==> src/rtl/hpd_pkg.sv <==
package hpd_pkg;

   typedef enum logic [1:0] {
      ST_IDLE   = 2'd0,
      ST_DECIDE = 2'd1,
      ST_REQ    = 2'd2
   } hpd_state_e;

   typedef enum logic [1:0] {
      OUT_SKIP  = 2'd0,
      OUT_ERR   = 2'd1,
      OUT_EMPTY = 2'd2,
      OUT_READ  = 2'd3
   } hpd_outcome_e;

endpackage

==> src/rtl/hpd_conn_table.sv <==
module hpd_conn_table #(
   parameter int DEPTH  = 16,
   parameter int WORD_W = 32,
   localparam int IW    = $clog2(DEPTH)
) (
   input  logic              clk,
   input  logic              rst_n,
   input  logic              we_i,
   input  logic [IW-1:0]     widx_i,
   input  logic [WORD_W-1:0] wdata_i,
   input  logic [IW-1:0]     ridx_i,
   output logic [WORD_W-1:0] rdata_o
);

   if (DEPTH != (1 << IW)) begin : g_bad_depth
      $error("hpd_conn_table: DEPTH must be a power of two");
   end

   logic [WORD_W-1:0] ent [DEPTH];

   for (genvar i = 0; i < DEPTH; i++) begin : g_ent
      logic [WORD_W-1:0] ent_q;
      always_ff @(posedge clk or negedge rst_n) begin
         if (!rst_n) begin
            ent_q <= '0;
         end else if (we_i && (widx_i == IW'(i))) begin
            ent_q <= wdata_i;
         end
      end
      assign ent[i] = ent_q;
   end

   assign rdata_o = ent[ridx_i];

endmodule

==> src/rtl/hpd_addr_table.sv <==
module hpd_addr_table #(
   parameter int NUM_PORTS  = 6,
   parameter int ADDR_W     = 32,
   parameter int SEL_W      = 5,
   parameter int ALIGN_BITS = 2
) (
   input  logic                 clk,
   input  logic                 rst_n,
   input  logic                 we_i,
   input  logic [SEL_W-1:0]     widx_i,
   input  logic [ADDR_W-1:0]    wdata_i,
   input  logic [NUM_PORTS-1:0] sel_oh_i,
   output logic [ADDR_W-1:0]    addr_o
);

   if (ALIGN_BITS < 0 || ALIGN_BITS >= ADDR_W) begin : g_bad_align
      $error("hpd_addr_table: ALIGN_BITS out of range");
   end

   logic [ADDR_W-1:0] slot   [NUM_PORTS];
   logic [ADDR_W-1:0] picked [NUM_PORTS];
   logic [ADDR_W-1:0] raw;

   for (genvar p = 0; p < NUM_PORTS; p++) begin : g_port
      logic [ADDR_W-1:0] addr_q;
      always_ff @(posedge clk or negedge rst_n) begin
         if (!rst_n) begin
            addr_q <= '0;
         end else if (we_i && (widx_i == SEL_W'(p))) begin
            addr_q <= wdata_i;
         end
      end
      assign slot[p]   = addr_q;
      assign picked[p] = sel_oh_i[p] ? addr_q : '0;
   end

   always_comb begin
      raw = '0;
      for (int p = 0; p < NUM_PORTS; p++) begin
         raw = raw | picked[p];
      end
   end

   if (ALIGN_BITS > 0) begin : g_align
      assign addr_o = {raw[ADDR_W-1:ALIGN_BITS], {ALIGN_BITS{1'b0}}};
      always_comb begin
         AST_ADDR_ALIGNED: assert (addr_o[ALIGN_BITS-1:0] == '0);
      end
   end else begin : g_no_align
      assign addr_o = raw;
   end

endmodule

==> src/rtl/hpd_port_select.sv <==
module hpd_port_select #(
   parameter int NUM_PORTS = 6,
   parameter int CNT_W     = 5,
   parameter int SEL_W     = 5
) (
   input  logic [NUM_PORTS*CNT_W-1:0] counts_i,
   input  logic [SEL_W-1:0]           sel_i,
   output logic [CNT_W-1:0]           count_o,
   output logic                       sel_valid_o,
   output logic [NUM_PORTS-1:0]       sel_oh_o
);

   logic [CNT_W-1:0] masked [NUM_PORTS];

   for (genvar p = 0; p < NUM_PORTS; p++) begin : g_port
      assign sel_oh_o[p] = (sel_i == SEL_W'(p));
      assign masked[p]   = sel_oh_o[p] ? counts_i[p*CNT_W +: CNT_W] : '0;
   end

   always_comb begin
      count_o = '0;
      for (int p = 0; p < NUM_PORTS; p++) begin
         count_o = count_o | masked[p];
      end
   end

   assign sel_valid_o = |sel_oh_o;

   always_comb begin
      AST_SEL_ONEHOT: assert ($onehot0(sel_oh_o));
   end

endmodule

==> src/rtl/hpd_cell_dispatch.sv <==
module hpd_cell_dispatch
   import hpd_pkg::*;
#(
   parameter int NUM_PORTS  = 6,
   parameter int CONN_DEPTH = 16,
   parameter int WORD_W     = 32,
   parameter int ADDR_W     = 32,
   parameter int CNT_W      = 5,
   parameter int EN_BIT     = 21,
   parameter int PIDX_LO    = 26,
   parameter int PIDX_W     = 5,
   parameter int CELL_BYTES = 52,
   parameter int LEN_W      = 8,
   parameter int ALIGN_BITS = 2,
   localparam int CONN_IW   = $clog2(CONN_DEPTH)
) (
   input  logic                       clk,
   input  logic                       rst_n,
   input  logic                       ext_sched_i,
   input  logic                       grant_valid_i,
   input  logic [CONN_IW-1:0]         grant_conn_i,
   input  logic                       ctab_we_i,
   input  logic [CONN_IW-1:0]         ctab_idx_i,
   input  logic [WORD_W-1:0]          ctab_wdata_i,
   input  logic                       atab_we_i,
   input  logic [PIDX_W-1:0]          atab_idx_i,
   input  logic [ADDR_W-1:0]          atab_wdata_i,
   input  logic [NUM_PORTS*CNT_W-1:0] port_count_i,
   output logic                       rd_req_o,
   output logic [ADDR_W-1:0]          rd_addr_o,
   output logic [LEN_W-1:0]           rd_len_o,
   input  logic                       rd_ack_i,
   output logic [NUM_PORTS-1:0]       dec_pulse_o,
   output logic                       busy_o,
   output logic                       empty_slot_o,
   output logic                       idx_err_o,
   output logic                       skip_o
);

   // ---------------- elaboration checks ----------------
   if (EN_BIT < 0 || EN_BIT >= WORD_W) begin : g_bad_en
      $error("hpd_cell_dispatch: EN_BIT outside the word");
   end
   if (PIDX_LO < 0 || PIDX_LO + PIDX_W > WORD_W) begin : g_bad_field
      $error("hpd_cell_dispatch: port field outside the word");
   end
   if (EN_BIT >= PIDX_LO && EN_BIT < PIDX_LO + PIDX_W) begin : g_overlap
      $error("hpd_cell_dispatch: flag bit overlaps port field");
   end
   if (NUM_PORTS < 1 || NUM_PORTS > (1 << PIDX_W)) begin : g_bad_ports
      $error("hpd_cell_dispatch: NUM_PORTS does not fit the port field");
   end
   if (CELL_BYTES < 1 || CELL_BYTES >= (1 << LEN_W)) begin : g_bad_len
      $error("hpd_cell_dispatch: CELL_BYTES does not fit LEN_W");
   end

   // ---------------- state ----------------
   hpd_state_e            state_q;
   logic [WORD_W-1:0]     word_q;
   logic [WORD_W-1:0]     word_rd;
   logic [NUM_PORTS-1:0]  port_oh_q;
   logic [ADDR_W-1:0]     addr_q;
   logic [NUM_PORTS-1:0]  dec_q;
   logic                  empty_q, err_q, skip_q;

   // ---------------- tables ----------------
   hpd_conn_table #(
      .DEPTH  (CONN_DEPTH),
      .WORD_W (WORD_W)
   ) u_conn (
      .clk     (clk),
      .rst_n   (rst_n),
      .we_i    (ctab_we_i),
      .widx_i  (ctab_idx_i),
      .wdata_i (ctab_wdata_i),
      .ridx_i  (grant_conn_i),
      .rdata_o (word_rd)
   );

   logic                 host_c;
   logic [PIDX_W-1:0]    pidx_c;
   logic [CNT_W-1:0]     cnt_c;
   logic                 pvalid_c;
   logic [NUM_PORTS-1:0] poh_c;
   logic [ADDR_W-1:0]    paddr_c;
   hpd_outcome_e         outcome_c;

   assign host_c = word_q[EN_BIT] & ~ext_sched_i;
   assign pidx_c = word_q[PIDX_LO +: PIDX_W];

   hpd_port_select #(
      .NUM_PORTS (NUM_PORTS),
      .CNT_W     (CNT_W),
      .SEL_W     (PIDX_W)
   ) u_sel (
      .counts_i    (port_count_i),
      .sel_i       (pidx_c),
      .count_o     (cnt_c),
      .sel_valid_o (pvalid_c),
      .sel_oh_o    (poh_c)
   );

   hpd_addr_table #(
      .NUM_PORTS  (NUM_PORTS),
      .ADDR_W     (ADDR_W),
      .SEL_W      (PIDX_W),
      .ALIGN_BITS (ALIGN_BITS)
   ) u_addr (
      .clk      (clk),
      .rst_n    (rst_n),
      .we_i     (atab_we_i),
      .widx_i   (atab_idx_i),
      .wdata_i  (atab_wdata_i),
      .sel_oh_i (poh_c),
      .addr_o   (paddr_c)
   );

   // ---------------- decision ----------------
   always_comb begin
      if (!host_c) begin
         outcome_c = OUT_SKIP;
      end else if (!pvalid_c) begin
         outcome_c = OUT_ERR;
      end else if (cnt_c == '0) begin
         outcome_c = OUT_EMPTY;
      end else begin
         outcome_c = OUT_READ;
      end
   end

   always_ff @(posedge clk or negedge rst_n) begin
      if (!rst_n) begin
         state_q   <= ST_IDLE;
         word_q    <= '0;
         port_oh_q <= '0;
         addr_q    <= '0;
         dec_q     <= '0;
         empty_q   <= 1'b0;
         err_q     <= 1'b0;
         skip_q    <= 1'b0;
      end else begin
         dec_q   <= '0;
         empty_q <= 1'b0;
         err_q   <= 1'b0;
         skip_q  <= 1'b0;
         unique case (state_q)
            ST_IDLE: begin
               if (grant_valid_i) begin
                  word_q  <= word_rd;
                  state_q <= ST_DECIDE;
               end
            end
            ST_DECIDE: begin
               unique case (outcome_c)
                  OUT_SKIP: begin
                     skip_q  <= 1'b1;
                     state_q <= ST_IDLE;
                  end
                  OUT_ERR: begin
                     err_q   <= 1'b1;
                     state_q <= ST_IDLE;
                  end
                  OUT_EMPTY: begin
                     empty_q <= 1'b1;
                     state_q <= ST_IDLE;
                  end
                  OUT_READ: begin
                     port_oh_q <= poh_c;
                     addr_q    <= paddr_c;
                     state_q   <= ST_REQ;
                  end
                  default: state_q <= ST_IDLE;
               endcase
            end
            ST_REQ: begin
               if (rd_ack_i) begin
                  dec_q   <= port_oh_q;
                  state_q <= ST_IDLE;
               end
            end
            default: state_q <= ST_IDLE;
         endcase
      end
   end

   assign rd_req_o     = (state_q == ST_REQ);
   assign rd_addr_o    = addr_q;
   assign rd_len_o     = LEN_W'(CELL_BYTES);
   assign dec_pulse_o  = dec_q;
   assign busy_o       = (state_q != ST_IDLE);
   assign empty_slot_o = empty_q;
   assign idx_err_o    = err_q;
   assign skip_o       = skip_q;

   // ---------------- assertions ----------------
   AST_REQ_HOLD: assert property (@(posedge clk) disable iff (!rst_n)
      (rd_req_o && !rd_ack_i) |=> (rd_req_o && $stable(rd_addr_o)));
   AST_DEC_AFTER_ACK: assert property (@(posedge clk) disable iff (!rst_n)
      (|dec_pulse_o) |-> $past(rd_req_o && rd_ack_i));
   AST_DEC_ONE_CYCLE: assert property (@(posedge clk) disable iff (!rst_n)
      (|dec_pulse_o) |=> (dec_pulse_o == '0));
   AST_DEC_ONEHOT: assert property (@(posedge clk) disable iff (!rst_n)
      $onehot0(dec_pulse_o));
   AST_EMPTY_NO_REQ: assert property (@(posedge clk) disable iff (!rst_n)
      empty_slot_o |-> (!rd_req_o && dec_pulse_o == '0));
   AST_ERR_NO_REQ: assert property (@(posedge clk) disable iff (!rst_n)
      idx_err_o |-> (!rd_req_o && dec_pulse_o == '0));
   AST_SKIP_ALONE: assert property (@(posedge clk) disable iff (!rst_n)
      skip_o |-> (!rd_req_o && !idx_err_o && !empty_slot_o));
   AST_REQ_BUSY: assert property (@(posedge clk) disable iff (!rst_n)
      rd_req_o |-> busy_o);
   AST_GRANT_TAKEN: assert property (@(posedge clk) disable iff (!rst_n)
      (grant_valid_i && !busy_o) |=> busy_o);

endmodule

==> config.mk <==
export PLATFORM = sky130hd
export DESIGN_NAME = hpd_cell_dispatch
export DESIGN_NICKNAME = d
export VERILOG_FILES = /design/src/rtl/hpd_pkg.sv /design/src/rtl/hpd_conn_table.sv /design/src/rtl/hpd_addr_table.sv /design/src/rtl/hpd_port_select.sv /design/src/rtl/hpd_cell_dispatch.sv
export SDC_FILE = /design/constraint.sdc
export NUM_CORES = 1
export LEC_CHECK = 0
export ABC_CLOCK_PERIOD_IN_PS = 2500
export BUFFER_PORTS_ARGS = -buffer_cell sky130_fd_sc_hd__buf_2
export CAP_MARGIN = 15
export CORE_MARGIN = 8
export CORE_UTILIZATION = 35
export CTS_CLUSTER_DIAMETER = 60
export DETAILED_ROUTE_END_ITERATION = 10
export PLACE_DENSITY_LB_ADDON = 0.12
export SETUP_SLACK_MARGIN = 0.3
export SYNTH_ARGS = -nofsm -noshare
export SYNTH_HDL_FRONTEND = slang
export SYNTH_SLANG_ARGS = --single-unit
export TNS_END_PERCENT = 50
==> constraint.sdc <==
create_clock -name clk -period 2.5 [get_ports clk]
set_clock_uncertainty 0.15 [all_clocks]
set_input_delay 0.5 -clock clk [delete_from_list [all_inputs] [get_ports clk]]
set_output_delay 0.5 -clock clk [all_outputs]
set_load 0.03 [all_outputs]
==> metrics <==
Root Driver clkbuf_16; status complete, but fails checks; Hold Path Class in -> reg; mapped cell area 14,400 um2; final WL 37,100 um; r2r setup slk -0.05 ns; clock buffer depth 3; most frequent cells in the layout dfrtp_1, mux2_2, buf_2, a22oi_1, clkbuf_16; CP peak stage delay 0.55 ns; f_max 0.392 GHz; Post-synth EDFFs 0; Area after DPL 15,900 um2; Setup Buffers After CTS 0; CTS tree built; pre-CTS WS -0.368 ns; critical path, cell by cell mux2_4 -> a221oi_4 -> o221ai_2 -> o41a_4 -> buf_12 -> mux2_4; unrepaired setup endpoints after global routing yes; NetSw 4830 uW; Initial DRC Count 409; Tot GR Track Use 15.9%; post-synth top area share 57.3%; ys async rst share 100%; Startpoint Class register; Logic pwr share 22.3%; GPL Wtd Cong 0.707; Final Max Tran Viols 0; period utilisation layout 102%; setup ws final -0.0515 ns; drt wl/cell 22.1 um; post-route ant nets 0; DR vias/cell 5.16; Mean Syn Cell Area 14.9 um2; clock share of power 35.2%; Finish-stage setup viols 22; worst r2r src word_q[27]; Cells on Worst Hold Path 2; most common cell after layout, fill and taps aside dfrtp_1; die area 47,800 um2; Int Pwr 12,100 uW; first-pass GRT wire length 58,600 um; required time worst endpoint 2.77 ns; #FFs+latches synth 329; CP max stage cell o41a_4; vias in the first global route 9,421; Num CTS Buffers 40; Core Area 40,600 um2; Initial Utilization 35.3%; Setup Crit Path Kind reg -> reg; Die H 219 um; Relative slew margins 59.2%; Final HPWL DP 23,900 um; Worst Path Arrival 2.82 ns; max-cap viol count 0; Port Buffers 126; layout cell share with drive strength beyond 1 52.6%; Final Hold Viols 0; Ports 165; Critical Path Sink Type register; n_diodes 0; worst hold start atab_wdata_i[4]; Net Sw Frac 28.5%; Worst VDD drop 0.416 mV; Syn-to-layout area delta 20.6%; drt drc 0; Unique masters post-synth 45; register share of total power 42.4%; Inst Count DP 1,608; DR pass1 iterations 4; clk slew on worst S/H paths 0.06 ns; initial antenna violation count 0; FF-to-FF End rd_addr_o[13]; leakage 0.00802 uW; hold worst-path end u_addr.g_port[0].addr_q[4]; Worst-Margin Slew 0.612 ns; Skew-Pair Late Insertion Delay 0.56 ns; CP Max Fanout 22; Synth Warn # 0; grt total ovfl 0; top cells by area, synth dfrtp_1, mux2_2, a22oi_1, mux4_2, mux2_4; final std cells w/o fill 1,682; routed vias 8,671; largest net degree at the start of global routing 59; sequential share of the synthesized area 57.3%; PD cells 976 nW/um2; row count 74; top_reg_cell synth dfrtp_1; Final Critical Period 2.55 ns; setup_tns -0.793 ns; Final #Nets 1,233; Synth area leader dfrtp_1; die width 219 um; crit-path most repeated cell mux2_4; CTS H-Tree Depth 2; Syn Inst Count 963; Worst R2R Path Depth 6; failing checks setup timing; fin area 17,300 um2; clock sink count 329
-- critical path: cells and delay by family (launching register included) --
family / cells / cell delay, ns
AOI/OAI and AO/OA: 3 / 1.03
buffers and inverters: 1 / 0.20
DFF: 1 / 0.39
muxes: 2 / 0.63
-- layer usage --
layer | vias to the layer above | global-route usage [%] | wire (um)
li1 | 3895 | - | -
met1 | 4577 | 22.0 | 17500
met2 | 161 | 25.1 | 17300
met3 | 38 | 3.03 | 1650
met4 | 0 | 4.79 | 705
met5 | - | 0 | 0
-- stage by stage --
step / utilization (%) / power [uW] / hold slack [ns]
after floorplan: - / 9640 / 0.0544
after global placement: 39.1 / 11000 / 0.327
after detailed placement: 39.1 / 11100 / 0.325
after CTS: 42.6 / 17200 / 0.0874
after global routing: 42.6 / 17800 / 0.103
final: 42.6 / 16900 / 0.120
-- cells in the mapped netlist, types with 4 or more instances --
cell	n
nor2_1	16
mux4_2	30
nand3_1	32
and3_1	6
nor2b_1	4
a22oi_1	90
inv_1	4
buf_4	10
mux2_2	288
nand3b_1	5
dfrtp_1	329
mux2_4	30
nand2b_1	4
buf_1	6
nand2_1	9
clkbuf_1	52
-- cell families (layout without fill, tap and decap cells) --
family / Yosys count / count (layout) / share of synthesized area, %
buffers and inverters: 79 / 258 / 2.79
AND/OR/NAND/NOR: 101 / 101 / 3.87
multiplexers: 348 / 348 / 30.4
AO/OA/AOI/OAI: 104 / 104 / 5.55
flip-flops: 329 / 329 / 57.3
other: 2 / 10 / 0.0523
-- area by class of cell --
cell class | instances | area [um2]
clock buffer | 58 | 1170
clock inverter | 15 | 198
fill | 3754 | 23300
inverter | 4 | 15.0
multi-input combinational | 563 | 5800
sequential | 329 | 8230
tap | 532 | 666
timing repair buffer | 181 | 1230
-- worst max path at each step --
stage / start / end / slack, ns / cells past startpoint
2_1_floorplan: port_count_i[21] / rd_addr_o[10] / 0.01 / 7
3_3_place_gp: port_count_i[21] / rd_addr_o[19] / -0.36 / 7
3_5_place_dp: port_count_i[21] / rd_addr_o[13] / -0.37 / 7
4_1_cts: word_q[27] / rd_addr_o[13] / -0.05 / 6
5_1_grt: word_q[27] / rd_addr_o[5] / -0.08 / 6
6_report: word_q[27] / rd_addr_o[13] / -0.05 / 6
-- timing repair --
item                                    in CTS  in global routing
hold endpoints to repair                    46                  0
pin swaps                                    1                  0
hold buffers                                 1                  0
resized for setup                            5                  1
endpoints found under the setup margin      38                 38
-- power by group through the flow --
stage | Combinational [uW] | Sequential (uW) | Clock, uW
floorplan | 2190 | 7440 | 0
global placement | 3750 | 7240 | 0
detailed placement | 3800 | 7260 | 0
CTS | 3850 | 7180 | 6150
global route | 4100 | 7330 | 6370
finish | 3780 | 7170 | 5960
-- state kept, by name, summed over array words and instances, names as in the netlist --
name	count
dec_pulse_o	6
empty_slot_o	1
idx_err_o	1
port_oh_q	6
rd_addr_o	30
skip_o	1
state_q	2
u_addr.g_port.addr_q	180
u_conn.g_ent.ent_q	96
word_q	6
Note: power is estimated with default switching activity, not from simulation.
